===== config.mk =====
export PLATFORM = sky130hd
export DESIGN_NAME = cdt_timer
export DESIGN_NICKNAME = d
export VERILOG_FILES = /design/src/rtl/cdt_pkg.sv /design/src/rtl/cdt_bus_port.sv /design/src/rtl/cdt_ctrl_reg.sv /design/src/rtl/cdt_countdown.sv /design/src/rtl/cdt_pending.sv /design/src/rtl/cdt_timer.sv
export SDC_FILE = /design/constraint.sdc
export NUM_CORES = 1
export LEC_CHECK = 0
export ABC_AREA = 0
export BUFFER_PORTS_ARGS = -buffer_cell sky130_fd_sc_hd__clkbuf_2
export CAP_MARGIN = 20
export CORE_ASPECT_RATIO = 1.1
export CORE_MARGIN = 1
export CORE_UTILIZATION = 57
export CTS_BUF_LIST = sky130_fd_sc_hd__clkbuf_2 sky130_fd_sc_hd__clkbuf_4 sky130_fd_sc_hd__clkbuf_8
export DETAILED_ROUTE_END_ITERATION = 7
export PLACE_DENSITY = 0.84
export SLEW_MARGIN = 10
export SYNTH_ARGS = -nofsm -noshare
export SYNTH_HDL_FRONTEND = slang
export SYNTH_SLANG_ARGS = --single-unit
export TNS_END_PERCENT = 5

===== constraint.sdc =====
create_clock -name clk -period 3.7 [get_ports clk]
set_input_delay 0.185 -clock clk [delete_from_list [all_inputs] [get_ports clk]]
set_output_delay 0.185 -clock clk [all_outputs]
set_load 0.01 [all_outputs]

===== src/rtl/cdt_pkg.sv =====
package cdt_pkg;
  localparam int EN_BIT   = 0;
  localparam int IEN_BIT  = 1;
  localparam int PEND_BIT = 2;
  localparam int CLR_BIT  = 4;

  typedef struct packed {
    logic ien;
    logic en;
  } cdt_ctrl_t;
endpackage


===== src/rtl/cdt_bus_port.sv =====
module cdt_bus_port
  import cdt_pkg::*;
#(
  parameter int ADDR_W   = 8,
  parameter int DATA_W   = 32,
  parameter int CNT_W    = 32,
  parameter int CTRL_OFS = 'h40,
  parameter int VAL_OFS  = 'h44
) (
  input  logic              bus_wr,
  input  logic [ADDR_W-1:0] bus_addr,
  input  cdt_ctrl_t         ctrl,
  input  logic              pend,
  input  logic [CNT_W-1:0]  cnt,
  output logic              ctrl_wr,
  output logic              val_wr,
  output logic [DATA_W-1:0] bus_rdata
);
  localparam logic [ADDR_W-1:0] CTRL_A = ADDR_W'(CTRL_OFS);
  localparam logic [ADDR_W-1:0] VAL_A  = ADDR_W'(VAL_OFS);

  logic              hit_ctrl, hit_val;
  logic [DATA_W-1:0] ctrl_word, cnt_word;

  assign hit_ctrl = (bus_addr == CTRL_A);
  assign hit_val  = (bus_addr == VAL_A);
  assign ctrl_wr  = bus_wr && hit_ctrl;
  assign val_wr   = bus_wr && hit_val;

  generate
    if (CNT_W < DATA_W) begin : g_pad
      assign cnt_word = {{(DATA_W-CNT_W){1'b0}}, cnt};
    end else begin : g_full
      assign cnt_word = cnt[DATA_W-1:0];
    end
  endgenerate

  always_comb begin
    ctrl_word           = '0;
    ctrl_word[EN_BIT]   = ctrl.en;
    ctrl_word[IEN_BIT]  = ctrl.ien;
    ctrl_word[PEND_BIT] = pend;
  end

  always_comb begin
    if (hit_ctrl)     bus_rdata = ctrl_word;
    else if (hit_val) bus_rdata = cnt_word;
    else              bus_rdata = '0;
  end
endmodule


===== src/rtl/cdt_ctrl_reg.sv =====
module cdt_ctrl_reg
  import cdt_pkg::*;
(
  input  logic      clk,
  input  logic      rst_n,
  input  logic      ctrl_wr,
  input  logic      wr_en,
  input  logic      wr_ien,
  input  logic      wr_clr,
  output cdt_ctrl_t ctrl,
  output logic      clr_ok
);
  // acknowledge needs the enable both already stored and in the written word
  assign clr_ok = ctrl_wr && ctrl.en && wr_en && wr_clr;

  always_ff @(posedge clk) begin
    if (!rst_n) begin
      ctrl <= '0;
    end else if (ctrl_wr) begin
      ctrl.en  <= wr_en;
      ctrl.ien <= wr_ien;
    end
  end
endmodule


===== src/rtl/cdt_countdown.sv =====
module cdt_countdown #(
  parameter int CNT_W = 32
) (
  input  logic             clk,
  input  logic             rst_n,
  input  logic             run,
  input  logic             tick_en,
  input  logic             val_wr,
  input  logic [CNT_W-1:0] load_val,
  output logic [CNT_W-1:0] cnt,
  output logic             expire
);
  logic armed;
  logic load;
  logic at_zero;

  assign load    = val_wr && run;
  assign at_zero = (cnt == '0);
  // a load in the same cycle suppresses the event
  assign expire  = run && armed && at_zero && !load;

  always_ff @(posedge clk) begin
    if (!rst_n) begin
      cnt   <= '0;
      armed <= 1'b0;
    end else begin
      if (load) begin
        cnt   <= load_val;
        armed <= 1'b1;
      end else begin
        if (run && tick_en && !at_zero) cnt <= cnt - 1'b1;
        if (expire) armed <= 1'b0;
      end
    end
  end
endmodule


===== src/rtl/cdt_pending.sv =====
module cdt_pending (
  input  logic clk,
  input  logic rst_n,
  input  logic expire,
  input  logic clr_ok,
  input  logic ien,
  output logic pend,
  output logic irq
);
  always_ff @(posedge clk) begin
    if (!rst_n)      pend <= 1'b0;
    else if (expire) pend <= 1'b1;
    else if (clr_ok) pend <= 1'b0;
  end

  assign irq = pend && ien;
endmodule


===== src/rtl/cdt_timer.sv =====
module cdt_timer
  import cdt_pkg::*;
#(
  parameter int ADDR_W   = 8,
  parameter int DATA_W   = 32,
  parameter int CNT_W    = 32,
  parameter int CTRL_OFS = 'h40,
  parameter int VAL_OFS  = 'h44
) (
  input  logic              clk,
  input  logic              rst_n,
  input  logic              tick_en,
  input  logic              bus_wr,
  input  logic [ADDR_W-1:0] bus_addr,
  input  logic [DATA_W-1:0] bus_wdata,
  output logic [DATA_W-1:0] bus_rdata,
  output logic              irq_out
);
  cdt_ctrl_t        ctrl_q;
  logic             ctrl_wr, val_wr, clr_ok, expire, pend_q;
  logic [CNT_W-1:0] cnt_q;

  cdt_bus_port #(
    .ADDR_W(ADDR_W), .DATA_W(DATA_W), .CNT_W(CNT_W),
    .CTRL_OFS(CTRL_OFS), .VAL_OFS(VAL_OFS)
  ) u_bus (
    .bus_wr(bus_wr), .bus_addr(bus_addr), .ctrl(ctrl_q), .pend(pend_q),
    .cnt(cnt_q), .ctrl_wr(ctrl_wr), .val_wr(val_wr), .bus_rdata(bus_rdata)
  );

  cdt_ctrl_reg u_ctrl (
    .clk(clk), .rst_n(rst_n), .ctrl_wr(ctrl_wr),
    .wr_en(bus_wdata[EN_BIT]), .wr_ien(bus_wdata[IEN_BIT]),
    .wr_clr(bus_wdata[CLR_BIT]), .ctrl(ctrl_q), .clr_ok(clr_ok)
  );

  cdt_countdown #(.CNT_W(CNT_W)) u_cnt (
    .clk(clk), .rst_n(rst_n), .run(ctrl_q.en), .tick_en(tick_en),
    .val_wr(val_wr), .load_val(bus_wdata[CNT_W-1:0]),
    .cnt(cnt_q), .expire(expire)
  );

  cdt_pending u_pend (
    .clk(clk), .rst_n(rst_n), .expire(expire), .clr_ok(clr_ok),
    .ien(ctrl_q.ien), .pend(pend_q), .irq(irq_out)
  );
endmodule


# Yosys cells after proc, flatten, opt, wreduce, memory -nomap -nowiden
# Cells that the tools add are included.
# classes
n_addsub	1
n_eq_ne	2
muxes	8
reduce_logical	18
# op_table
operator	count
2-to-1 mux 32 bit	4
logical NOT 32 bit	1
subtractor 32 x 1 -> 32 bit (second input constant)	1
== test 8 x 7 -> 1 bit (second input constant)	2
logical AND 1 bit	12
nonzero test 2 bit	3
2-to-1 mux 1 bit	4
logical NOT 1 bit	2
# word_totals
regBits	36
input_bits	44

# Depth between registers and ports, before layout
# Gate-level depths: netlist of run 1.
# logic_depth
depth_word	7
ltp_mapped	8
mapped_depth_nobuf	7

# By module
# From an unflattened synthesis of run 1, not the netlist that was laid out.
# unflattened
hier_cells	339
area_unflattened_um2	2726.4
# modules_own_cells
module	instances	cells_each	area_each_um2	seq_area_each_um2
cdt_countdown	1	250	2018.2	660.6
cdt_bus_port	1	78	576.8	0.0
cdt_ctrl_reg	1	7	82.6	40.0
cdt_pending	1	4	48.8	20.0

# Worst setup path after synthesis of run 1
# Ideal clock, no wire load.
# synth_path
kind	reg2reg
from	register u_cnt.cnt[0]
to	register u_cnt.cnt[12]
setup_ns	0.074
arrival_time_ns	2.173
slack_ns	1.452
stages_incl_launch_ff	8
n_path_buf	0
synth_period_minus_slack_ns	2.248
cell_sequence	dfxtp_1 > inv_1 > ha_1 > or4b_4 > nor3_1 > o311ai_0 > or3_2 > a31oi_1
# synth_via
elab_chain_cells	4
word_cells_on_any_way	7
cone_classes	add/sub: 1; mux: 2; reduce/logical: 4
# synth_lines
element	line	text
start, declared	cdt_countdown.sv:10	output logic [CNT_W-1:0] cnt,
start signal, assigned	cdt_countdown.sv:28	cnt <= load_val;
start signal, assigned	cdt_countdown.sv:31	if (run && tick_en && !at_zero) cnt <= cnt - 1'b1;
parallel branches: the longest is 4 deep, another holds subtractor 32 x 1 -> 32 bit	-	
# Parallel ways; which one is timed is not known. The select of a mux whose other input is x is not followed.
# A chain may end at the register's enable or synchronous reset.

# Final worst setup path of run 1
# layout_path
from	register u_cnt.cnt[14]
to	register u_cnt.cnt[3]
# layout_via
elab_chain_cells	4
# layout_lines
element	line	text
logical NOT 32 bit	cdt_countdown.sv:18	assign at_zero = (cnt == '0);
logical NOT 1 bit	cdt_countdown.sv:31	
logical AND 1 bit	cdt_countdown.sv:31	
nonzero test 2 bit (no source line)	-	
# No other way between the ends.

==> metrics.txt, run 1 <==
critical path launch point type=register; CTS Buffer Depth=2; detailed-placement wirelength estimate=4820 um; cell type group with the largest total delay on the critical path=simple AND/OR/NAND/NOR gates; Vert. Die Dim=69.8 um; starting density of the core=59.7%; ratio of final minimum period to clock period=74.9%; CTS tree=built; top-level port count=77; Rel. slew slack=29.7%; Via-to-Cell Ratio=6.56; GRT Util Overall=30.7%; drt total wl=6910 um; cell chosen for the clock root=clkbuf_8; area growth from synthesis to layout=19.8%; Die Span X=63.7 um; top flip-flop cell by instance count after synthesis=dfxtp_1; cell types with the largest area share after synthesis=dfxtp_1 (30%), and3_1 (8.7%), o21ai_0 (6.9%); switching portion of total power=22.8%; post-route worst setup slack=0.927 ns; Comb power frac=6.3%; Floorplan Core Area=0.00399 mm^2; clock network power share=38.7%; biggest cell delay along the critical path=0.79 ns; synthesis-stage register bit count=36; count of flip-flops with a built-in enable after synthesis=0; net count of the mapped netlist=356; worst setup path class=reg2reg; DRT antenna net count=0; arrival time reported for the critical path endpoint=2.91 ns; clock-pin slew on the worst setup and hold paths=0.07 ns; cell taking the most area after synthesis=dfxtp_1; critical path's slowest cell=o41ai_2; drt first-iter violations=249; share of async-settable or async-resettable flops after synthesis=0%; antenna cells=0; total CTS buffers=5; Hold Fails Final Rpt=0; Post-CTS Setup Inserts=0; H-Tree Level Count=2; Final Skew=0.00440 ns; number of antenna violations at the first check in global routing=0; largest vdd supply drop=0.202 mV; insertion delay to the later sink of the worst-skew pair=0.29 ns; chain of cells forming the critical path=nor4_1 > nand3_1 > o41ai_2 > buf_4 > or4b_2 > a31oi_1; PwrDens=246 mW/mm^2; setup repair after global routing missed its margin=no; Internal Dissipation=543 uW; vias in the first global route=2415; total congestion overflow=0; largest net degree at the start of global routing=35; setup slack after placement=0.967 ns; post-synthesis cell type count=50; static leakage power=0.00135 uW; yosys warns=0; first-pass GRT wire length=11000 um; endpoint type of the worst setup path=register; via count=2801; final setup fails=0; WP buf/inv=1; Post-CTS Hold Buffers=0; quantity of gates resized following cts=0; data required time of the critical path=3.83 ns; average footprint of a synthesized cell=7.67 um^2; Overall Power=704 uW; Min-Delay Path Class=in2reg; hold slack=0.139 ns; Non-Filler Cell Area, Final=0.00286 mm^2; minimum clock period after layout=2.77 ns; total negative slack for setup checks=0 ns; ratio of cells with drive above 1 in the final layout=27.2%; DR pass1 iterations=5; outcome=finished clean; DRC Markers=0; instance count of the mapped netlist=311; final net count=420; Max Freq=361 MHz; Critical Path Fanout Max=22; power share of the sequential group=55.0%; Die Footprint=0.00445 mm^2; switching component of the power=160 uW; gp weighted congestion=0.908; wire length per cell=16.2 um; number of violations of the max-capacitance limit=0; area share of the leading cell type in the synthesized netlist=30.2%; pins over their slew limit=0; sequential element share of the synthesized area=30.2%; Placement Cell Area=0.00278 mm^2; post-synthesis instance area=0.00238 mm^2; measured slew at the worst slew-check pin=1.04 ns; number of rows created at floorplan=24; clock sink total=36; number of input and output port buffers inserted=76
## power groups by stage
| stage | Sequential (uW) | Combinational (uW) | Clock [uW] |
|---|---|---|---|
| after floorplan | 396 | 16.9 | 0 |
| after global placement | 396 | 42.6 | 0 |
| after detailed placement | 396 | 43.4 | 0 |
| after CTS | 387 | 43.5 | 273 |
| after global routing | 387 | 49.2 | 288 |
| final | 387 | 44.1 | 272 |
## flip-flops by register name (all words and copies together) (netlist names)
register     flops
u_cnt.armed      1
u_cnt.cnt       32
u_ctrl.ctrl      2
u_pend.pend      1
## through the flow
step                util, %  instances
floorplan                 -        311
global route           71.5        427
finish                 71.5        427
detailed placement     69.5        420
global placement       69.5        420
CTS                    71.5        427
## cell usage after synthesis, types with 7 or more instances
library cell and instances:
a21oi_1 7, a31oi_1 22, and3_1 33, clkbuf_1 19
dfxtp_1 36, nand2_1 14, nand3_1 8, nor2_1 19
nor3_1 14, o21ai_0 33, o311ai_0 7, o31ai_1 9
or3_1 13, or4_1 11
## tightest hold or removal path, stage by stage
cell and delay [ns]:
clkbuf_2 0.09, nand2_1 0.05, o2bb2ai_1 0.06
## layout make-up
type,count,area [um^2]
flip-flops and latches,36,721
fillers,349,1140
multi-input cells,248,1570
clock buffers,6,76.3
well taps,52,65.1
repair buffers,79,403
inverters,5,18.8
clock inverters,1,5.00
## per-layer routing
| metal | vias to the layer above | track usage [%] | part of all wire (%) |
|---|---|---|---|
| met3 | 18 | 5.10 | 7.9 |
| li1 | 1350 | - | - |
| met2 | 136 | 51.2 | 48 |
| met1 | 1297 | 38.8 | 42 |
| met4 | 0 | 12.4 | 2.4 |
| met5 | - | 0 | 0 |
## path summary, 6_finish.rpt
check | depth (start not counted) | end | from | slack [ns]
setup / recovery | 6 | u_cnt.cnt[3] | u_cnt.cnt[14] | 0.93
hold / removal | 3 | u_cnt.cnt[1] | bus_wdata[1] | 0.14
setup reg to reg | 6 | u_cnt.cnt[3] | u_cnt.cnt[14] | 0.93
hold reg to reg | 2 | u_cnt.cnt[25] | u_cnt.cnt[25] | 0.51
## cell usage in the layout, fill, tap and decap left out, types with 5 or more instances in the layout
cell type and n:
a21oi_1 7, a31oi_1 22, and3_1 33, clkbuf_2 76, clkbuf_8 5, dfxtp_1 36
mux2i_1 6, nand2_1 14, nand3_1 8, nor2_1 19, nor3_1 14, o21ai_0 33
o311ai_0 7, o31ai_1 9, or3_1 13, or4_1 11
## logic make-up after synthesis
kind of cell,share of synthesized area (%)
compound gates,26.2
xor+xnor,1.10
fa+ha+maj,0.525
buf+inv,4.35
flops,30.2
mux,2.99
simple gates,34.6
No activity file was read; power rests on OpenSTA's default activity.
==> run 2: changes to the inputs <==
- CORE_UTILIZATION: 57 -> 48
- PLACE_DENSITY: 0.84 -> 0.75
- clock period: 3.7 -> 2.3 ns (I/O delays scaled with it)
==> run 2 against run 1 <==
Compared with the run above:
- worst hold slack worse by 0.075 ns
- total power rose by 70%
- clock skew up 0.0026 ns
- wire length up 8.8%
- sequential share of layout area decreased by 2.2 points
- clock-buffer cell count rose by 2
- maximum frequency increased by 22%
- final cell count rose by 8.7%
- clock power rose by 83%
- first-iteration DRC count shrank 23%
- die area up 18%
- via count increased by 3.0%
- critical path type unchanged
- highest routed layer unchanged
==> metrics.txt, run 2 (same netlist as run 1, synthesis figures left out) <==
Hold Fails Final Rpt=0 (unchanged); slack of the worst reg-to-reg path=0.02 ns (-0.90 ns); chain of cells forming the critical path=or3_4 > or4_4 > or3_4 > or4_1 > a31oi_1; GRT Util Overall=28.9% (-1.8 points); number of antenna violations at the first check in global routing=0 (unchanged); Hold EP=u_cnt.cnt[30]; PwrDens=382 mW/mm^2 (+55%); clock-pin slew on the worst setup and hold paths=0.08 ns (about the same); detailed-placement wirelength estimate=5560 um (+15%); footprint of the multi-input gates=0.00158 mm^2 (+0.96%); via count=2886 (+3.0%); Filler cells=414 (+19%); critical path launch point type=register; number of rows created at floorplan=26 (+8.3%); starting density of the core=50.6% (-9.2 points); Die Footprint=0.00525 mm^2 (+18%); Floorplan Core Area=0.00472 mm^2 (+18%); Vert. Die Dim=75.9 um (+8.7%); ratio of final minimum period to clock period=99.0% (+24 points); non-filler instance count after layout=464 (+8.7%); Final Skew=0.00702 ns (+0.00262 ns); total CTS buffers=5 (unchanged); CTS Buffer Depth=2 (unchanged); area growth from synthesis to layout=31.4%; largest net degree at the start of global routing=34 (-2.9%); setup repair after global routing missed its margin=yes; number of violations of the max-capacitance limit=0 (unchanged); Overall Power=1200 uW (+70%); worst min-delay path startpoint=bus_wdata[30]; outcome=finished clean; Post-CTS Hold Buffers=0 (unchanged); DR pass1 iterations=4 (-1); biggest cell delay along the critical path=0.47 ns (-0.32 ns); cell type group with the largest total delay on the critical path=simple AND/OR/NAND/NOR gates; drt first-iter violations=192 (-23%); Placed Cells incl. Taps=456 (+8.6%); measured slew at the worst slew-check pin=0.566 ns (-0.475 ns); total congestion overflow=0 (unchanged); number of cells on the worst hold path=3 (unchanged); top-level port count=77 (unchanged); largest registers=u_cnt.cnt x32, u_ctrl.ctrl x2; H-Tree Level Count=2 (unchanged); CTS tree=built; minimum clock period after layout=2.28 ns (-0.497 ns); r2r startpoint=u_cnt.cnt[12]; commonest non-fill, non-tap cell in the layout=clkbuf_2; Post-CTS Setup Inserts=0 (unchanged); sequential cell area=722 um^2 (+0.17%); DRT antenna net count=0 (unchanged); ratio of cells with drive above 1 in the final layout=34.1% (+6.9 points); worst setup path class=reg2reg; final setup fails=0 (unchanged); clock sink total=36 (unchanged); final net count=452 (+7.6%); static leakage power=0.00152 uW (+12%); arrival time reported for the critical path endpoint=2.49 ns (-0.42 ns); pins over their slew limit=0 (unchanged); data required time of the critical path=2.52 ns (-1.31 ns); Critical Path Fanout Max=6 (-73%); critical path's slowest cell=or4_1; insertion delay to the later sink of the worst-skew pair=0.29 ns (about the same); total negative slack for setup checks=0 ns (unchanged); commonest cells after routing, fill and taps aside=clkbuf_2 (76), buf_4 (35), dfxtp_1 (35), and3_1 (33), o21ai_0 (33); DRC Markers=0 (unchanged); number of cells traversed by the worst register-to-register path=5 (-1); number of input and output port buffers inserted=76 (unchanged); Max Freq=439 MHz (+22%); Die Span X=69.2 um (+8.7%); drt total wl=7510 um (+8.8%); cell chosen for the clock root=clkbuf_8; Min-Delay Path Class=in2reg; Rel. slew slack=61.7% (+32 points); WP buf/inv=0 (-1); flip-flop count of the largest register after layout=32 (unchanged); endpoint type of the worst setup path=register; register with the most flip-flops=u_cnt.cnt; crit-path most repeated cell=or3_4; gp weighted congestion=0.901 (-0.80%); final core utilization=66.4% (-5.1 points); vias in the first global route=2744 (+14%); Via-to-Cell Ratio=6.22 (-5.2%); Worst R2R End=u_cnt.cnt[31]; first-pass GRT wire length=12600 um (+15%); largest vdd supply drop=0.214 mV (+5.9%); antenna cells=0 (unchanged); wire length per cell=16.2 um (about the same)
[run 2: through the flow]
step | hold slack, ns | setup slack [ns] | area [um^2]
after global placement | 0.366 | 0.0732 | 3020
after floorplan | 0.259 | 0.0524 | 2380
after global routing | 0.0942 | -0.107 | 3130
after CTS | 0.0587 | -0.00491 | 3120
final | 0.0632 | 0.0236 | 3130
after detailed placement | 0.368 | -0.0171 | 3020
[run 2: metal layers]
| metal | global-route usage, % | share of wire, % | vias up |
|---|---|---|---|
| met5 | 0 | 0 | - |
| met2 | 48.0 | 48 | 118 |
| li1 | - | - | 1412 |
| met3 | 4.52 | 6.2 | 12 |
| met4 | 12.7 | 1.9 | 0 |
| met1 | 36.8 | 44 | 1344 |
[run 2: power breakdown]
group	internal [uW]	switching [uW]	total [uW]
registers	623	0.0634	623
logic	36.8	39.6	76.3
clock network	268	230	498
[run 2: how the worst max path moves through the flow]
stage	slack, ns	end	depth (start not counted)	from
final	0.02	u_cnt.cnt[31]	5	u_cnt.cnt[12]
after global routing	-0.11	u_cnt.cnt[31]	5	u_cnt.cnt[12]
after global placement	0.07	u_cnt.cnt[18]	5	u_cnt.cnt[26]
after CTS	-0.005	u_cnt.cnt[31]	5	u_cnt.cnt[12]
after detailed placement	-0.02	u_cnt.cnt[18]	5	u_cnt.cnt[26]
after floorplan	0.05	u_cnt.cnt[12]	7	u_cnt.cnt[0]
[run 2: area by class of cell]
class	instances	share of cell area [%]
tap	56	2.24
timing repair buffer	111	20.5
sequential	36	23.0
inverter	5	0.599
clock buffer	8	3.11
multi-input combinational	248	50.5
[run 2: tightest hold or removal path, stage by stage]
cell	delay, ns
clkbuf_2	0.08
nand2_1	0.06
a31oi_1	0.06
[run 2: timing repair]
| item | in CTS | in global routing |
|---|---|---|
| setup endpoints to repair | 3 | 24 |
| gates resized for setup | 3 | 3 |
| pin swaps | 0 | 1 |
==> run 3: changes to the inputs <==
- CORE_UTILIZATION: 48 -> 46
- CTS_BUF_LIST: sky130_fd_sc_hd__clkbuf_2 sky130_fd_sc_hd__clkbuf_4 sky130_fd_sc_hd__clkbuf_8 -> sky130_fd_sc_hd__clkbuf_16
- PLACE_DENSITY: 0.75 -> 0.72
==> run 3 against run 2 <==
Compared with the run above:
- the run now ends with design-rule violations left
- sequential power about the same
- wire length up 2.0%
- final area up 1.5%
- worst hold slack better by 0.046 ns
- global-route usage down 1.0 points
- non-clock buffer count up 1
==> metrics.txt, run 3 (same netlist as run 1, synthesis figures left out) <==
vias in the first global route=2584 (-5.8%); area growth from synthesis to layout=33.4%; drt first-iter violations=247 (+29%); Die Span X=70.7 um (+2.1%); worst setup path endpoint=u_cnt.cnt[31]; Rel. slew slack=58.6% (-3.1 points); endpoint type of the worst setup path=register; ratio of final minimum period to clock period=97.8% (-1.1 points); flip-flop count of the largest register after layout=32 (unchanged); top-level port count=77 (unchanged); chain of cells forming the critical path=or3_4 > or4_4 > or3_4 > or4_1 > a31oi_1; total CTS buffers=5 (unchanged); slack of the worst reg-to-reg path=0.05 ns (+0.03 ns); first-pass GRT wire length=12200 um (-3.0%); Vert. Die Dim=77.5 um (+2.1%); largest net degree at the start of global routing=34 (unchanged); clock-pin slew on the worst setup and hold paths=0.06 ns (-0.02 ns); detailed-placement wirelength estimate=5530 um (-0.50%); Worst Setup SP=u_cnt.cnt[12]; final net count=453 (+0.22%); setup repair after global routing missed its margin=yes; PwrDens=424 mW/mm^2 (+11%); Post-CTS Setup Inserts=0 (unchanged); via count=2876 (-0.35%); critical path's slowest cell=or4_1; setup slack after placement=-0.0162 ns (+0.000835 ns); Floorplan Core Area=0.00500 mm^2 (+6.0%); biggest cell delay along the critical path=0.47 ns (about the same); number of violations of the max-capacitance limit=0 (unchanged); Hold Fails Final Rpt=0 (unchanged); Filler cells=447 (+8.0%); CTS tree=built; clock sink total=36 (unchanged); Worst R2R End=u_cnt.cnt[31]; DRC Markers=10 (+10); number of input and output port buffers inserted=76 (unchanged); quantity of gates resized following cts=2 (-1); insertion delay to the later sink of the worst-skew pair=0.28 ns (about the same); count of cell instances traversed by the critical path=5 (unchanged); gp weighted congestion=0.927 (+2.9%); Die Footprint=0.00548 mm^2 (+4.2%); wire length per cell=16.4 um (+1.5%); number of cells traversed by the worst register-to-register path=5 (unchanged); violated checks=design-rule violations; GRT Util Overall=27.9% (-1.0 points); largest vdd supply drop=0.324 mV (+51%); worst setup path class=reg2reg; Post-CTS Hold Buffers=0 (unchanged); hold slack=0.109 ns (+0.0460 ns); Final Skew=0.00454 ns (-0.00248 ns); drt total wl=7660 um (+2.0%); largest registers=u_cnt.cnt x32, u_ctrl.ctrl x2; starting density of the core=47.7% (-2.9 points); post-route worst setup slack=0.0498 ns (+0.0261 ns); total congestion overflow=0 (unchanged); data required time of the critical path=2.51 ns (about the same); outcome=complete, but fails checks; static leakage power=0.00153 uW (+1.1%); crit-path most repeated cell=or3_4; Via-to-Cell Ratio=6.17 (-0.77%); number of antenna violations at the first check in global routing=0 (unchanged); critical path launch point type=register; ratio of cells with drive above 1 in the final layout=33.6% (-0.49 points); commonest cells after routing, fill and taps aside=clkbuf_2 (76), buf_4 (36), dfxtp_1 (35), and3_1 (33), o21ai_0 (33); register with the most flip-flops=u_cnt.cnt; Min-Delay Path Class=in2reg; Non-Filler Cell Area, Final=0.00318 mm^2 (+1.5%); CTS Buffer Depth=2 (unchanged); pins over their slew limit=0 (unchanged); minimum clock period after layout=2.25 ns (-0.0261 ns); number of rows created at floorplan=27 (+3.8%); total negative slack for setup checks=0 ns (unchanged); Placement Cell Area=0.00303 mm^2 (+0.33%); Max Freq=444 MHz (+1.2%); final setup fails=0 (unchanged); arrival time reported for the critical path endpoint=2.46 ns (-0.03 ns); cell chosen for the clock root=clkbuf_16; antenna cells=0 (unchanged); WP buf/inv=0 (unchanged); cell type group with the largest total delay on the critical path=simple AND/OR/NAND/NOR gates; measured slew at the worst slew-check pin=0.611 ns (+0.0448 ns); DR pass1 iterations=7 (+3); final core utilization=63.6% (-2.8 points); commonest non-fill, non-tap cell in the layout=clkbuf_2; Critical Path Fanout Max=6 (unchanged); DRT antenna net count=0 (unchanged); r2r startpoint=u_cnt.cnt[12]; H-Tree Level Count=2 (unchanged)
[run 3: worst min-delay path, stage by stage]
cell	delay, ns
clkbuf_2	0.09
nand2_1	0.05
a31oi_1	0.08
[run 3: per-layer routing]
layer | vias to the layer above | global-route usage (%) | share of wire, %
li1 | 1412 | - | -
met1 | 1336 | 35.4 | 44
met2 | 117 | 47.2 | 48
met3 | 11 | 5.19 | 6.3
met4 | 0 | 10.0 | 1.4
met5 | - | 0 | 0
[run 3: final cells by class]
type,count,area [um^2],area share (%)
clock buffers,5,125,3.93
inverters,5,18.8,0.590
clock inverters,2,7.51,0.236
flip-flops and latches,36,722,22.7
multi-input cells,248,1580,49.8
repair buffers,112,651,20.5
well taps,58,72.6,2.28
[run 3: through the flow]
stage	power, uW	std cells
2_1_floorplan	665	311
3_3_place_gp	713	459
3_5_place_dp	714	459
4_1_cts	1340	466
5_1_grt	1380	466
6_report	1350	466
[run 3: worst min path at each step]
stage | from | endpoint | slack [ns] | depth (start not counted)
after floorplan | bus_wdata[0] | u_ctrl.ctrl[0] | 0.26 | 2
final | bus_wdata[30] | u_cnt.cnt[30] | 0.11 | 3
after CTS | bus_wdata[30] | u_cnt.cnt[30] | 0.11 | 3
after global placement | bus_wdata[1] | u_ctrl.ctrl[1] | 0.38 | 3
after detailed placement | bus_wdata[1] | u_cnt.cnt[1] | 0.40 | 3
after global routing | bus_wdata[1] | u_cnt.cnt[1] | 0.12 | 3
[run 3: power breakdown]
part | internal, uW | switching, uW
logic | 37.3 | 40.8
registers | 624 | 0.0658
clock network | 388 | 259
total | 1050 | 300
